File: config.mk
export PLATFORM = sky130hd
export DESIGN_NAME = evt_regif
export DESIGN_NICKNAME = d
export VERILOG_FILES = /design/src/rtl/evt_pkg.sv /design/src/rtl/evt_acc_decode.sv /design/src/rtl/evt_counter.sv /design/src/rtl/evt_status.sv /design/src/rtl/evt_regif.sv
export SDC_FILE = /design/constraint.sdc
export NUM_CORES = 1
export LEC_CHECK = 0
export ABC_AREA = 1
export BUFFER_PORTS_ARGS = -buffer_cell sky130_fd_sc_hd__buf_2
export CORE_AREA = 2 2 154 156
export DETAILED_ROUTE_END_ITERATION = 10
export DIE_AREA = 0 0 156 158
export PLACE_DENSITY = 0.77
export SETUP_SLACK_MARGIN = 0.5
export SLEW_MARGIN = 10
export SYNTH_ARGS = -nofsm -noshare
export SYNTH_HDL_FRONTEND = slang
export SYNTH_SLANG_ARGS = --single-unit
File: constraint.sdc
create_clock -name clk_i -period 3.72 [get_ports clk_i]
set_clock_uncertainty 0.1 [all_clocks]
set_input_delay 0.558 -clock clk_i [delete_from_list [all_inputs] [get_ports clk_i]]
set_output_delay 0.558 -clock clk_i [all_outputs]
set_load 0.01 [all_outputs]
File: src/rtl/evt_pkg.sv
package evt_pkg;
  localparam int OFS_CAP   = 'h000;
  localparam int OFS_CFG   = 'h010;
  localparam int OFS_STS   = 'h020;
  localparam int OFS_CNT   = 'h0F0;
  localparam int OFS_TMR   = 'h100;
  localparam int TMR_SHIFT = 5;   // 32-byte window per timer
  localparam logic [63:0] CFG_LEGACY = 64'h2;

  typedef enum logic [2:0] {
    RG_NONE, RG_CAP, RG_CFG, RG_STS, RG_CNT, RG_TMR
  } reg_sel_e;
endpackage

File: src/rtl/evt_acc_decode.sv
module evt_acc_decode
  import evt_pkg::*;
#(
  parameter int ADDR_W = 11,
  parameter int NT     = 8,
  parameter int IDX_W  = 3
) (
  input  logic [ADDR_W-1:0] addr_i,
  input  logic [3:0]        size_i,
  input  logic [63:0]       wdata_i,
  output logic              legal_o,
  output logic              upper_o,
  output logic              wide_o,
  output reg_sel_e          sel_o,
  output logic [IDX_W-1:0]  idx_o,
  output logic [1:0]        slot_o,
  output logic [63:0]       data_o,
  output logic [63:0]       mask_o
);
  localparam int TI_W = ADDR_W - TMR_SHIFT;

  logic [ADDR_W-1:0] base, toff;
  logic [TI_W-1:0]   tidx;

  assign wide_o  = (size_i == 4'd8);
  assign legal_o = (wide_o && addr_i[2:0] == 3'b000) ||
                   (size_i == 4'd4 && addr_i[1:0] == 2'b00);
  assign upper_o = !wide_o && addr_i[2];
  assign base    = {addr_i[ADDR_W-1:3], 3'b000};
  assign toff    = base - ADDR_W'(OFS_TMR);
  assign tidx    = toff[ADDR_W-1:TMR_SHIFT];
  assign idx_o   = IDX_W'(tidx);
  assign slot_o  = toff[4:3];

  always_comb begin
    sel_o = RG_NONE;
    if      (base == ADDR_W'(OFS_CAP)) sel_o = RG_CAP;
    else if (base == ADDR_W'(OFS_CFG)) sel_o = RG_CFG;
    else if (base == ADDR_W'(OFS_STS)) sel_o = RG_STS;
    else if (base == ADDR_W'(OFS_CNT)) sel_o = RG_CNT;
    else if (base >= ADDR_W'(OFS_TMR) && tidx < TI_W'(NT) && slot_o != 2'd3)
      sel_o = RG_TMR;
  end

  always_comb begin
    if (wide_o) begin
      data_o = wdata_i;
      mask_o = '1;
    end else if (upper_o) begin
      data_o = {wdata_i[31:0], 32'h0};
      mask_o = {32'hFFFF_FFFF, 32'h0};
    end else begin
      data_o = {32'h0, wdata_i[31:0]};
      mask_o = {32'h0, 32'hFFFF_FFFF};
    end
  end
endmodule

File: src/rtl/evt_counter.sv
module evt_counter #(
  parameter int CW = 32
) (
  input  logic          clk_i,
  input  logic          rst_ni,
  input  logic          en_i,
  input  logic          tick_i,
  input  logic          wr_i,
  input  logic [63:0]   data_i,
  input  logic [63:0]   mask_i,
  output logic [CW-1:0] count_o
);
  logic [63:0] merged;

  assign merged = ({{(64-CW){1'b0}}, count_o} & ~mask_i) | (data_i & mask_i);

  always_ff @(posedge clk_i or negedge rst_ni) begin
    if (!rst_ni)              count_o <= '0;
    else if (wr_i)            count_o <= merged[CW-1:0];
    else if (en_i && tick_i)  count_o <= count_o + 1'b1;
  end
endmodule

File: src/rtl/evt_status.sv
module evt_status #(
  parameter int NT = 8
) (
  input  logic          clk_i,
  input  logic          rst_ni,
  input  logic [NT-1:0] set_i,
  input  logic          wr_i,
  input  logic [63:0]   data_i,
  input  logic [63:0]   mask_i,
  output logic [NT-1:0] sts_o,
  output logic [NT-1:0] clr_o
);
  assign clr_o = wr_i ? (sts_o & data_i[NT-1:0] & mask_i[NT-1:0]) : '0;

  always_ff @(posedge clk_i or negedge rst_ni) begin
    if (!rst_ni) sts_o <= '0;
    else         sts_o <= (sts_o & ~clr_o) | set_i;
  end
endmodule

File: src/rtl/evt_regif.sv
module evt_regif
  import evt_pkg::*;
#(
  parameter int          NT        = 8,
  parameter int          ADDR_W    = 11,
  parameter int          TICK_LOG2 = 24,
  parameter logic [15:0] VENDOR_ID = 16'h1D0F,
  localparam int         IDX_W     = (NT > 1) ? $clog2(NT) : 1
) (
  input  logic              clk_i,
  input  logic              rst_ni,
  input  logic              req_i,
  input  logic              we_i,
  input  logic [ADDR_W-1:0] addr_i,
  input  logic [3:0]        size_i,
  input  logic [63:0]       wdata_i,
  output logic [63:0]       rdata_o,
  input  logic              tick_i,
  input  logic [NT-1:0]     sts_set_i,
  output logic [NT-1:0]     sts_clr_o,
  output logic              enable_o,
  output logic [31:0]       count_o,
  output logic              rearm_o,
  output logic              tmr_wr_o,
  output logic              tmr_rd_o,
  output logic [IDX_W-1:0]  tmr_idx_o,
  output logic [1:0]        tmr_slot_o,
  output logic [63:0]       tmr_wdata_o,
  output logic [63:0]       tmr_mask_o,
  input  logic [63:0]       tmr_rdata_i
);
  localparam longint unsigned FS_PER_S = 64'd1000000000000000;
  localparam logic [63:0]     TICK_FS  = FS_PER_S >> TICK_LOG2;
  localparam logic [63:0]     CAP_WORD = {TICK_FS[31:0], VENDOR_ID, 3'b000,
                                          5'(NT - 1), 8'd1};

  logic        legal, upper, wide;
  reg_sel_e    sel;
  logic [63:0] wdat, wmask, cfg_q, cfg_d, full;
  logic [NT-1:0] sts;
  logic        wr_hit, rd_hit;

  evt_acc_decode #(.ADDR_W(ADDR_W), .NT(NT), .IDX_W(IDX_W)) u_dec (
    .addr_i (addr_i),  .size_i (size_i), .wdata_i(wdata_i),
    .legal_o(legal),   .upper_o(upper),  .wide_o (wide),
    .sel_o  (sel),     .idx_o  (tmr_idx_o), .slot_o(tmr_slot_o),
    .data_o (wdat),    .mask_o (wmask)
  );

  assign wr_hit = req_i && we_i && legal;
  assign rd_hit = req_i && !we_i && legal;

  // configuration: masked merge, legacy routing forced off
  assign cfg_d = ((cfg_q & ~wmask) | (wdat & wmask)) & ~CFG_LEGACY;
  always_ff @(posedge clk_i or negedge rst_ni) begin
    if (!rst_ni)                      cfg_q <= '0;
    else if (wr_hit && sel == RG_CFG) cfg_q <= cfg_d;
  end
  assign enable_o = cfg_q[0];

  evt_counter #(.CW(32)) u_cnt (
    .clk_i(clk_i), .rst_ni(rst_ni), .en_i(enable_o), .tick_i(tick_i),
    .wr_i(wr_hit && sel == RG_CNT), .data_i(wdat), .mask_i(wmask),
    .count_o(count_o)
  );

  evt_status #(.NT(NT)) u_sts (
    .clk_i(clk_i), .rst_ni(rst_ni), .set_i(sts_set_i),
    .wr_i(wr_hit && sel == RG_STS), .data_i(wdat), .mask_i(wmask),
    .sts_o(sts), .clr_o(sts_clr_o)
  );

  assign rearm_o = wr_hit && ((sel == RG_CNT && enable_o) ||
                              (sel == RG_CFG && !enable_o && cfg_d[0]));

  assign tmr_wr_o    = wr_hit && sel == RG_TMR;
  assign tmr_rd_o    = rd_hit && sel == RG_TMR;
  assign tmr_wdata_o = wdat;
  assign tmr_mask_o  = wmask;

  always_comb begin
    unique case (sel)
      RG_CAP:  full = CAP_WORD;
      RG_CFG:  full = cfg_q;
      RG_STS:  full = {{(64-NT){1'b0}}, sts};
      RG_CNT:  full = {32'h0, count_o};
      RG_TMR:  full = tmr_rdata_i;
      default: full = '0;
    endcase
  end

  always_comb begin
    if (!rd_hit)    rdata_o = '0;
    else if (wide)  rdata_o = full;
    else if (upper) rdata_o = {32'h0, full[63:32]};
    else            rdata_o = {32'h0, full[31:0]};
  end
endmodule

# Word level (Yosys, flattened, before mapping)
# Cells that the tools add are included.
[op_classes]
reduce_logical = 28
add_sub_neg = 2
mux = 16
magnitude_cmp = 2
eq_ne = 11
bitwise = 11
[op_table]
columns = ["op", "count"]
rows = [
  ["64-bit two-way mux", 6],
  ["64-bit one-hot mux with 5 select lines", 1],
  ["64-bit bitwise AND", 2],
  ["32-bit two-way mux", 3],
  ["64-bit NOT", 1],
  ["64-bit bitwise OR", 1],
  ["32-bit by 1-bit adder with 32-bit output, second input constant", 1],
  ["32-bit bitwise AND", 1],
  ["32-bit bitwise OR", 1],
  ["8-bit bitwise AND", 3],
  ["1-bit logical AND", 19],
  ["3-bit two-way mux", 5],
  ["11-bit by 9-bit >= comparator with 1-bit output, second input constant", 1],
  ["11-bit logical NOT", 1],
  ["11-bit by 9-bit subtractor with 11-bit output, second input constant", 1],
  ["8-bit by 2-bit == test with 1-bit output, second input constant", 1],
  ["8-bit by 3-bit == test with 1-bit output, second input constant", 1],
  ["8-bit by 5-bit == test with 1-bit output, second input constant", 1],
  ["8-bit two-way mux", 1],
  ["8-bit NOT", 1],
  ["8-bit bitwise OR", 1],
  ["3-bit by 2-bit == test with 1-bit output, second input constant", 2],
  ["3-bit == test, second input constant", 2],
  ["6-bit by 4-bit < comparator with 1-bit output, second input constant", 1],
  ["other kinds (9)", 12],
]
[word_totals]
in_bits = 156
ff_bits = 103
word_cells = 73

# Longest topological paths before layout
# Gate-level depths: netlist of the first run.
[logic_depth]
depth_word = 15
depth_mapped = 13

# By module
# Synthesis of the first run repeated with hierarchy kept, for this count alone.
[unflattened]
cells_unflattened = 1566
area_unflattened_um2 = 9415.3
[by_module_without_submodules]
columns = ["mod", "instances", "cells_each", "seq_area_each_um2", "area_per_inst_um2"]
rows = [
  ["evt_regif", 1, 786, 1576.5, 4685.7],
  ["evt_counter", 1, 427, 800.8, 2598.7],
  ["evt_acc_decode", 1, 288, 0.0, 1592.8],
  ["evt_status", 1, 65, 200.2, 538.0],
]

# Least setup slack after synthesis of the first run
# Ideal clock, no wire load.
[synth_path]
path_kind = "input port to output port"
start = "input size_i[2]"
end = "output tmr_mask_o[33]"
slack_ns = 0.738
cell_stages = 7
n_path_buf = 3
required_ns = 3.062
arrival_time_ns = 2.324
cell_sequence = "inv_2 > nand2_1 > nor2_4 > or2_1 > clkbuf_1 > clkbuf_1 > buf_4"
[synth_between]
elab_chain_cells = 5
[synth_rtl]
columns = ["element", "line_no", "source"]
rows = [
  ["from (decl)", "evt_regif.sv:15", "input logic [3:0] size_i,"],
  ["4-bit == test *", "evt_acc_decode.sv:25", "assign wide_o = (size_i == 4'd8);"],
  ["1-bit logical NOT", "evt_acc_decode.sv:28", "assign upper_o = !wide_o && addr_i[2];"],
  ["1-bit logical AND", "evt_acc_decode.sv:28", ""],
  ["64-bit two-way mux", "evt_acc_decode.sv:49", "end else if (upper_o) begin"],
  ["64-bit two-way mux *", "evt_acc_decode.sv:46", "if (wide_o) begin"],
  ["to (decl)", "evt_regif.sv:29", "output logic [63:0] tmr_mask_o,"],
]
# Mark *: on every way between the ends. The rest lies on a longest branch, timed or not.

# Worst setup path in the final report of the first run
[layout_path]
start = "input addr_i[4]"
end = "output rdata_o[6]"
[layout_between]
elab_chain_cells = 14
word_cells_on_any_way = 24
cone_classes = "add/sub: 1; order compare: 2; eq/ne: 9; mux: 9; reduce/logical: 3"
[layout_rtl]
columns = ["element", "line_no", "source"]
rows = [
  ["from (decl)", "evt_regif.sv:14", "input logic [ADDR_W-1:0] addr_i,"],
  ["11-bit by 9-bit subtractor with 11-bit output", "evt_acc_decode.sv:30", "assign toff = base - ADDR_W'(OFS_TMR);"],
  ["6-bit by 4-bit < comparator with 1-bit output", "evt_acc_decode.sv:41", "else if (base >= ADDR_W'(OFS_TMR) && tidx < TI_W'(NT) && slot_o != 2'd3)"],
  ["1-bit logical AND (2 in series)", "evt_acc_decode.sv:41", ""],
  ["3-bit two-way mux", "evt_acc_decode.sv:41", ""],
  ["3-bit two-way mux", "evt_acc_decode.sv:40", "else if (base == ADDR_W'(OFS_CNT)) sel_o = RG_CNT;"],
  ["3-bit two-way mux", "evt_acc_decode.sv:39", "else if (base == ADDR_W'(OFS_STS)) sel_o = RG_STS;"],
  ["3-bit two-way mux", "evt_acc_decode.sv:38", "else if (base == ADDR_W'(OFS_CFG)) sel_o = RG_CFG;"],
  ["3-bit two-way mux *", "evt_acc_decode.sv:37", "if (base == ADDR_W'(OFS_CAP)) sel_o = RG_CAP;"],
  ["3-bit == test (tied with other cells)", "evt_regif.sv:82", "unique case (sel)"],
  ["64-bit one-hot mux with 5 select lines *", "evt_regif.sv:82", ""],
  ["32-bit two-way mux", "evt_regif.sv:95", "else if (upper) rdata_o = {32'h0, full[63:32]};"],
  ["64-bit two-way mux *", "evt_regif.sv:94", "else if (wide) rdata_o = full;"],
  ["64-bit two-way mux *", "evt_regif.sv:93", "if (!rd_hit) rdata_o = '0;"],
  ["to (decl)", "evt_regif.sv:17", "output logic [63:0] rdata_o,"],
]
# Marks and branches as above.

==> flow_summary.yaml, run 1 <==
critical_path:
  critPathSlowestCell: "nand4_1"
  worst_setup_path_end_kind: "output pin"
  crit_start: "addr_i[4]"
  cp_data_arrival_time_ps: 2390
  crit_path_start_kind: "input port"
  critPathMaxStageDelay_ps: 480
  cp_cell_sequence: "buf_2 -> inv_2 -> nor2_4 -> nand4_1 -> o21ai_0 -> nor2_1 -> nand2_1 -> nand2_1 -> nor2_1 -> buf_2"
  crit_fanout: 10
  path_class: "in2out"
  crit_required_ps: 3060
global_route:
  grt_pass1_vias: 9472
  grt.overflow.total: 0
  grt_max_degree: 82
  grt_pass1_wl_um: 57400
  grtUsageTotal_pct: 31.2
  antenna_found_initial: 6
clock_network:
  htreeDepth: 3
  postCtsSetupBuffers: 0
  cts_root_buf: "clkbuf_16"
  hold_buffers: 0
  cts_buffers: 9
  post_cts_resized: 0
  clk_transition_reported_paths_ps: 80
  clock_path_buffers: 2
  cts_tree: "built"
  clock-sinks: 103
  clock_latency_ps: 360
flow_run:
  drv_cap: 0
floorplan:
  boundaryPins: 397
  num_rows: 56
  die_h_um: 158
  core_um2: 23100
  die_w_um: 156
  initial_core_util_pct: 36.5
  dieArea_um2: 24600
route:
  drc_errors: 0
  viasPerCell: 5.35
  wirelength_um: 39800
  vias: 10700
  drt_iter0_markers: 1038
  first_pass_iters: 6
  routedWlPerCell_um: 20.0
  ant_nets: 0
synthesis:
  synth_edf_count: 0
  ys_types: 35
  netlist_area_um2: 8420
  synthCells: 1399
  yosys.area.top_type: "dfrtp_1"
  synth_area_leaders: "dfrtp_1 31%, nand2_1 24%, nand3_1 7.8%"
  synth_top_area_share_pct: 30.6
  ys_ff_latch: 103
  async_reset_ff_share_pct: 100
  synth_flop_cell: "dfrtp_1"
  synth_seq_area_share_pct: 30.6
  synth_fp_nets: 1557
  avgSynthCellArea_um2: 6.02
  yosys_warnings: 0
finish:
  final_nets: 1850
  area_growth_syn_to_layout_pct: 24.6
  drive_above_1_share_pct: 27.0
  stdcell_area_um2: 10500
  register_area_um2: 2580
  final_cell_mix: "546 x nand2_1, 395 x buf_2, 143 x nor2_1"
  fin_cells: 1993
  fill_cells: 2515
  multi_input_area_um2: 4580
  final_common_cell: "nand2_1"
worst_hold_path:
  min_path_type: "in2async"
timing:
  fin_crit_sh_pct: 82.1
  rsz0062_at_grt: "no"
  fin_ws_ps: 667
  finalSetupTns_ps: 0
  tightest_slew_ps: 905
  fin_crit_ps: 3050
  finalMaxSlewViolations: 0
  fmax_ghz: 0.328
  setup_viol: 0
  hold_viol_final: 0
  slew_headroom_pct: 39.7
placed_design:
  placed_area_um2: 10200
  io_buffer_count: 396
  gp_routability_congestion: 0.993
  placed_cells: 1971
  dp_slack_ps: 759
  hpwl_um: 30700
power:
  powerDensity_nw_per_um2: 249
  max-vdd-ir-drop_mv: 0.190
  power_leakage_nw: 6.05
status:
  status: "completed"
==> metrics by stage <==
stage          power, mW  hold WS [ps]  util (%)
6_report            2.61           217      45.5
5_1_grt             2.70           276      45.5
4_1_cts             2.62           252      45.5
3_5_place_dp        1.66           358      44.2
3_3_place_gp        1.66           355      44.2
2_1_floorplan       1.42           162         -
==> layer usage <==
layer	vias to the layer above	part of all wire, %	global-route usage [%]	wire [µm]
met2	633	47	50.8	18700
li1	4936	-	-	-
met5	-	0	0	0
met1	5013	41	41.8	16300
met4	0	3.3	11.3	1320
met3	85	8.9	5.42	3530
==> worst paths after layout <==
path	end	slack [ps]	cells past startpoint
hold reg to reg	flop	380	2
max in group asynchronous	asynchronous set/reset pin	2530	2
hold / removal	u_sts.sts_o[6]	220	1
setup / recovery	rdata_o[6]	670	10
setup reg to reg	flop	1590	12
min in group clk_i	u_sts.sts_o[1]	290	2
==> cells in the mapped netlist (3+ instances only) <==
cell,count
nand2_1,547
nor2_1,144
nand3_1,131
inv_1,116
dfrtp_1,103
buf_4,74
o21ai_0,74
clkbuf_1,36
o21ai_1,24
a21oi_1,22
buf_2,21
nand4_1,21
xor2_1,13
nor3_1,10
inv_2,8
a22o_1,7
o21bai_1,7
nand2_2,6
o211ai_1,5
buf_1,4
nor2_4,4
o21a_1,3
o22ai_1,3
==> kinds of logic after synthesis <==
group                    count (synthesis)  share of synthesized area (%)
flip-flops                             103                           30.6
adder cells (fa/ha/maj)                  2                          0.297
AND/OR/NAND/NOR                        875                           43.0
XOR/XNOR                                14                           1.46
AO/OA/AOI/OAI                          146                           9.51
buffers and inverters                  259                           15.2
==> area by class of cell <==
class / count / share of cell area, %
Antenna cell: 6 / 0.143
Clock buffer: 12 / 2.44
Clock inverter: 4 / 0.286
Inverter: 124 / 4.43
Multi-Input combinational cell: 1037 / 43.7
Sequential cell: 103 / 24.6
Tap cell: 290 / 3.46
Timing Repair Buffer: 417 / 21.0
==> where the power goes <==
| part | internal (mW) | leakage, nW | total, mW | switching, mW |
|---|---|---|---|---|
| clock network | 0.494 | 0.139 | 0.964 | 0.470 |
| logic | 0.181 | 4.57 | 0.526 | 0.346 |
| registers | 1.12 | 1.35 | 1.12 | 0.00156 |
| total | 1.79 | 6.05 | 2.61 | 0.817 |
==> worst max-delay path: cells and delay by family <==
family                 cells  cell delay [ps]
and+or+nand+nor            6             1030
AOI/OAI and AO/OA          1              430
buffers and inverters      3              380
Power figures use the tool's default switching activity.
==> run 2, diff against run 1 <==
--- a/config.mk
+++ b/config.mk
@@ -7,10 +7,10 @@
 export LEC_CHECK = 0
 export ABC_AREA = 1
 export BUFFER_PORTS_ARGS = -buffer_cell sky130_fd_sc_hd__buf_2
-export CORE_AREA = 2 2 154 156
+export CORE_AREA = 2 2 156 158
 export DETAILED_ROUTE_END_ITERATION = 10
-export DIE_AREA = 0 0 156 158
-export PLACE_DENSITY = 0.77
+export DIE_AREA = 0 0 158 160
+export PLACE_DENSITY = 0.78
 export SETUP_SLACK_MARGIN = 0.5
 export SLEW_MARGIN = 10
 export SYNTH_ARGS = -nofsm -noshare
==> constraint.sdc (replaced) <==
create_clock -name clk_i -period 2.6 [get_ports clk_i]
set_clock_uncertainty 0.1 [all_clocks]
set_input_delay 0.39 -clock clk_i [delete_from_list [all_inputs] [get_ports clk_i]]
set_output_delay 0.39 -clock clk_i [all_outputs]
set_load 0.01 [all_outputs]
==> run 2 against run 1 <==
Compared with the run above:
- sequential share of layout area is 5.1 points lower
- cell area is 26% higher
- setup slack worse by 570 ps
- critical endpoint is now rdata_o[29]
- routed wire length is 13% higher
- worst hold slack worse by 92 ps
- die area is 2.6% higher
- non-clock buffer count is 123 higher
- sequential cell count stayed put
- combinational power is 110% higher
- global-route usage is 2.8 points higher
==> flow_summary.yaml, run 2 (same netlist as run 1, synthesis figures left out) <==
route:
  drc_errors: 0
  vias: 11500
  drt_iter0_markers: 929
  ant_nets: 0
  first_pass_iters: 7
  viasPerCell: 5.36
  routedWlPerCell_um: 20.9
  wirelength_um: 45100
timing:
  finalSetupTns_ps: 0
  finalMaxSlewViolations: 0
  setup_viol: 0
  tightest_slew_ps: 511
  hold_viol_final: 0
  slew_headroom_pct: 66.0
  rsz0062_at_grt: "yes"
  fmax_ghz: 0.400
  fin_crit_sh_pct: 96.2
  fin_crit_ps: 2500
placed_design:
  placed_cells: 2041
  io_buffer_count: 396
  hpwl_um: 30900
  gp_routability_congestion: 0.952
floorplan:
  num_rows: 57
  dieArea_um2: 25300
  initial_core_util_pct: 35.4
  boundaryPins: 397
  die_w_um: 158
  core_um2: 23800
  die_h_um: 160
finish:
  fin_cells: 2153
  final_core_util_pct: 55.6
  final_common_cell: "nand2_1"
  area_growth_syn_to_layout_pct: 57.3
  final_nets: 1973
  final_cell_mix: "502 x nand2_1, 371 x buf_2, 108 x nand3_1"
  drive_above_1_share_pct: 41.3
critical_path:
  path_class: "in2out"
  crit_top_cell: "buf_12"
  worst_setup_path_end_kind: "output pin"
  critPathMaxStageDelay_ps: 250
  cp_cell_sequence: "buf_8 -> inv_4 -> ha_4 -> nand2_2 -> inv_2 -> nand2_2 -> nor2_4 -> buf_12 -> buf_12 -> buf_12 -> buf_6 -> nand2_1 -> nand4_1 -> o21ai_1 -> nor2_1 -> buf_2"
  crit_required_ps: 2110
  cp_data_arrival_time_ps: 2010
  crit_path_start_kind: "input port"
  critPathSlowestCell: "ha_4"
  rr_worst_depth: 8
  reg2reg_setup_slack_ps: 640
  crit_fanout: 7
clock_network:
  cts_tree: "built"
  clock_latency_ps: 360
  htreeDepth: 3
  clk_transition_reported_paths_ps: 80
  clock-sinks: 103
  cts_root_buf: "clkbuf_16"
  clock_path_buffers: 2
  cts_buffers: 9
worst_hold_path:
  min_path_type: "in2reg"
  worstHoldStart: "sts_set_i[5]"
  hold_depth: 2
  min_to: "u_sts.sts_o[5]"
global_route:
  grt_max_degree: 49
  grt_pass1_wl_um: 64500
  antenna_found_initial: 9
  grt_pass1_vias: 10700
  grt.overflow.total: 0
  grtUsageTotal_pct: 34.0
power:
  max-vdd-ir-drop_mv: 0.317
  powerDensity_nw_per_um2: 311
  power_leakage_nw: 7.39
status:
  status: "completed"
flow_run:
  drv_cap: 0
-- run 2: changes by cell type in the layout (fill, tap and decap cells not counted), moves of 17 or more --
cell,previous run,this run
o21ai_1,24,41
o21ai_0,74,38
o21ai_2,0,17
nand3_2,2,19
nand2_2,6,35
buf_6,0,40
buf_2,395,371
buf_12,5,24
nand2_1,546,502
buf_4,17,79
nor2_1,143,105
nor2_2,1,31
nand3_1,131,108
-- run 2: per-stage QoR --
step / area [µm²] / total power [mW] / hold slack [ps] / setup WS, ps
2_1_floorplan: 8450 / 2.04 / -5.59 / 492
3_3_place_gp: 10600 / 2.41 / 285 / 42.8
3_5_place_dp: 10600 / 2.41 / 288 / 43.4
4_1_cts: 12400 / 4.00 / 118 / 114
5_1_grt: 13200 / 4.24 / 126 / 12.9
6_report: 13200 / 4.12 / 125 / 98.1
-- run 2: power breakdown --
group	internal, mW	switching [mW]	total, mW
combinational	0.474	0.619	1.09
sequential	1.60	0.00209	1.60
clock	0.718	0.701	1.42
-- run 2: how the worst max path moves through the flow --
stage / start / end / cells after the start
after floorplan: addr_i[8] / rdata_o[15] / 11
after global placement: addr_i[8] / rdata_o[15] / 14
after detailed placement: addr_i[9] / rdata_o[19] / 12
after CTS: addr_i[8] / rdata_o[8] / 15
after global routing: addr_i[8] / rdata_o[7] / 16
final: addr_i[9] / rdata_o[29] / 16
-- run 2: what timing repair did --
item,in CTS,in global routing
setup buffers,49,17
hold endpoints to repair,32,0
pin swaps,47,64
gates resized for setup,193,150
endpoints found under the setup margin,159,161
hold buffers,1,0
cloned,16,4
-- run 2: area by class of cell --
cell class | count | area [µm²]
Fill cell | 2303 | 10600
Multi-Input combinational cell | 1037 | 5430
Timing Repair Buffer | 540 | 4020
Sequential cell | 103 | 2580
Inverter | 124 | 497
Tap cell | 324 | 405
Clock buffer | 12 | 256
Clock inverter | 4 | 35.0
Antenna cell | 9 | 22.5
-- run 2: worst max-delay path: cells and delay by family --
family,cells,cell delay [ps]
AO/OA/AOI/OAI,1,70
AND/OR/NAND/NOR,6,470
adder cells (fa/ha/maj),1,250
buffers and inverters,8,800
-- run 2: per-layer routing --
metal	wire, µm	up-vias	track usage (%)
met1	17200	5451	43.4
met3	4210	150	6.40
li1	-	5214	-
met4	2130	0	14.3
met5	0	-	0
met2	21600	724	56.2
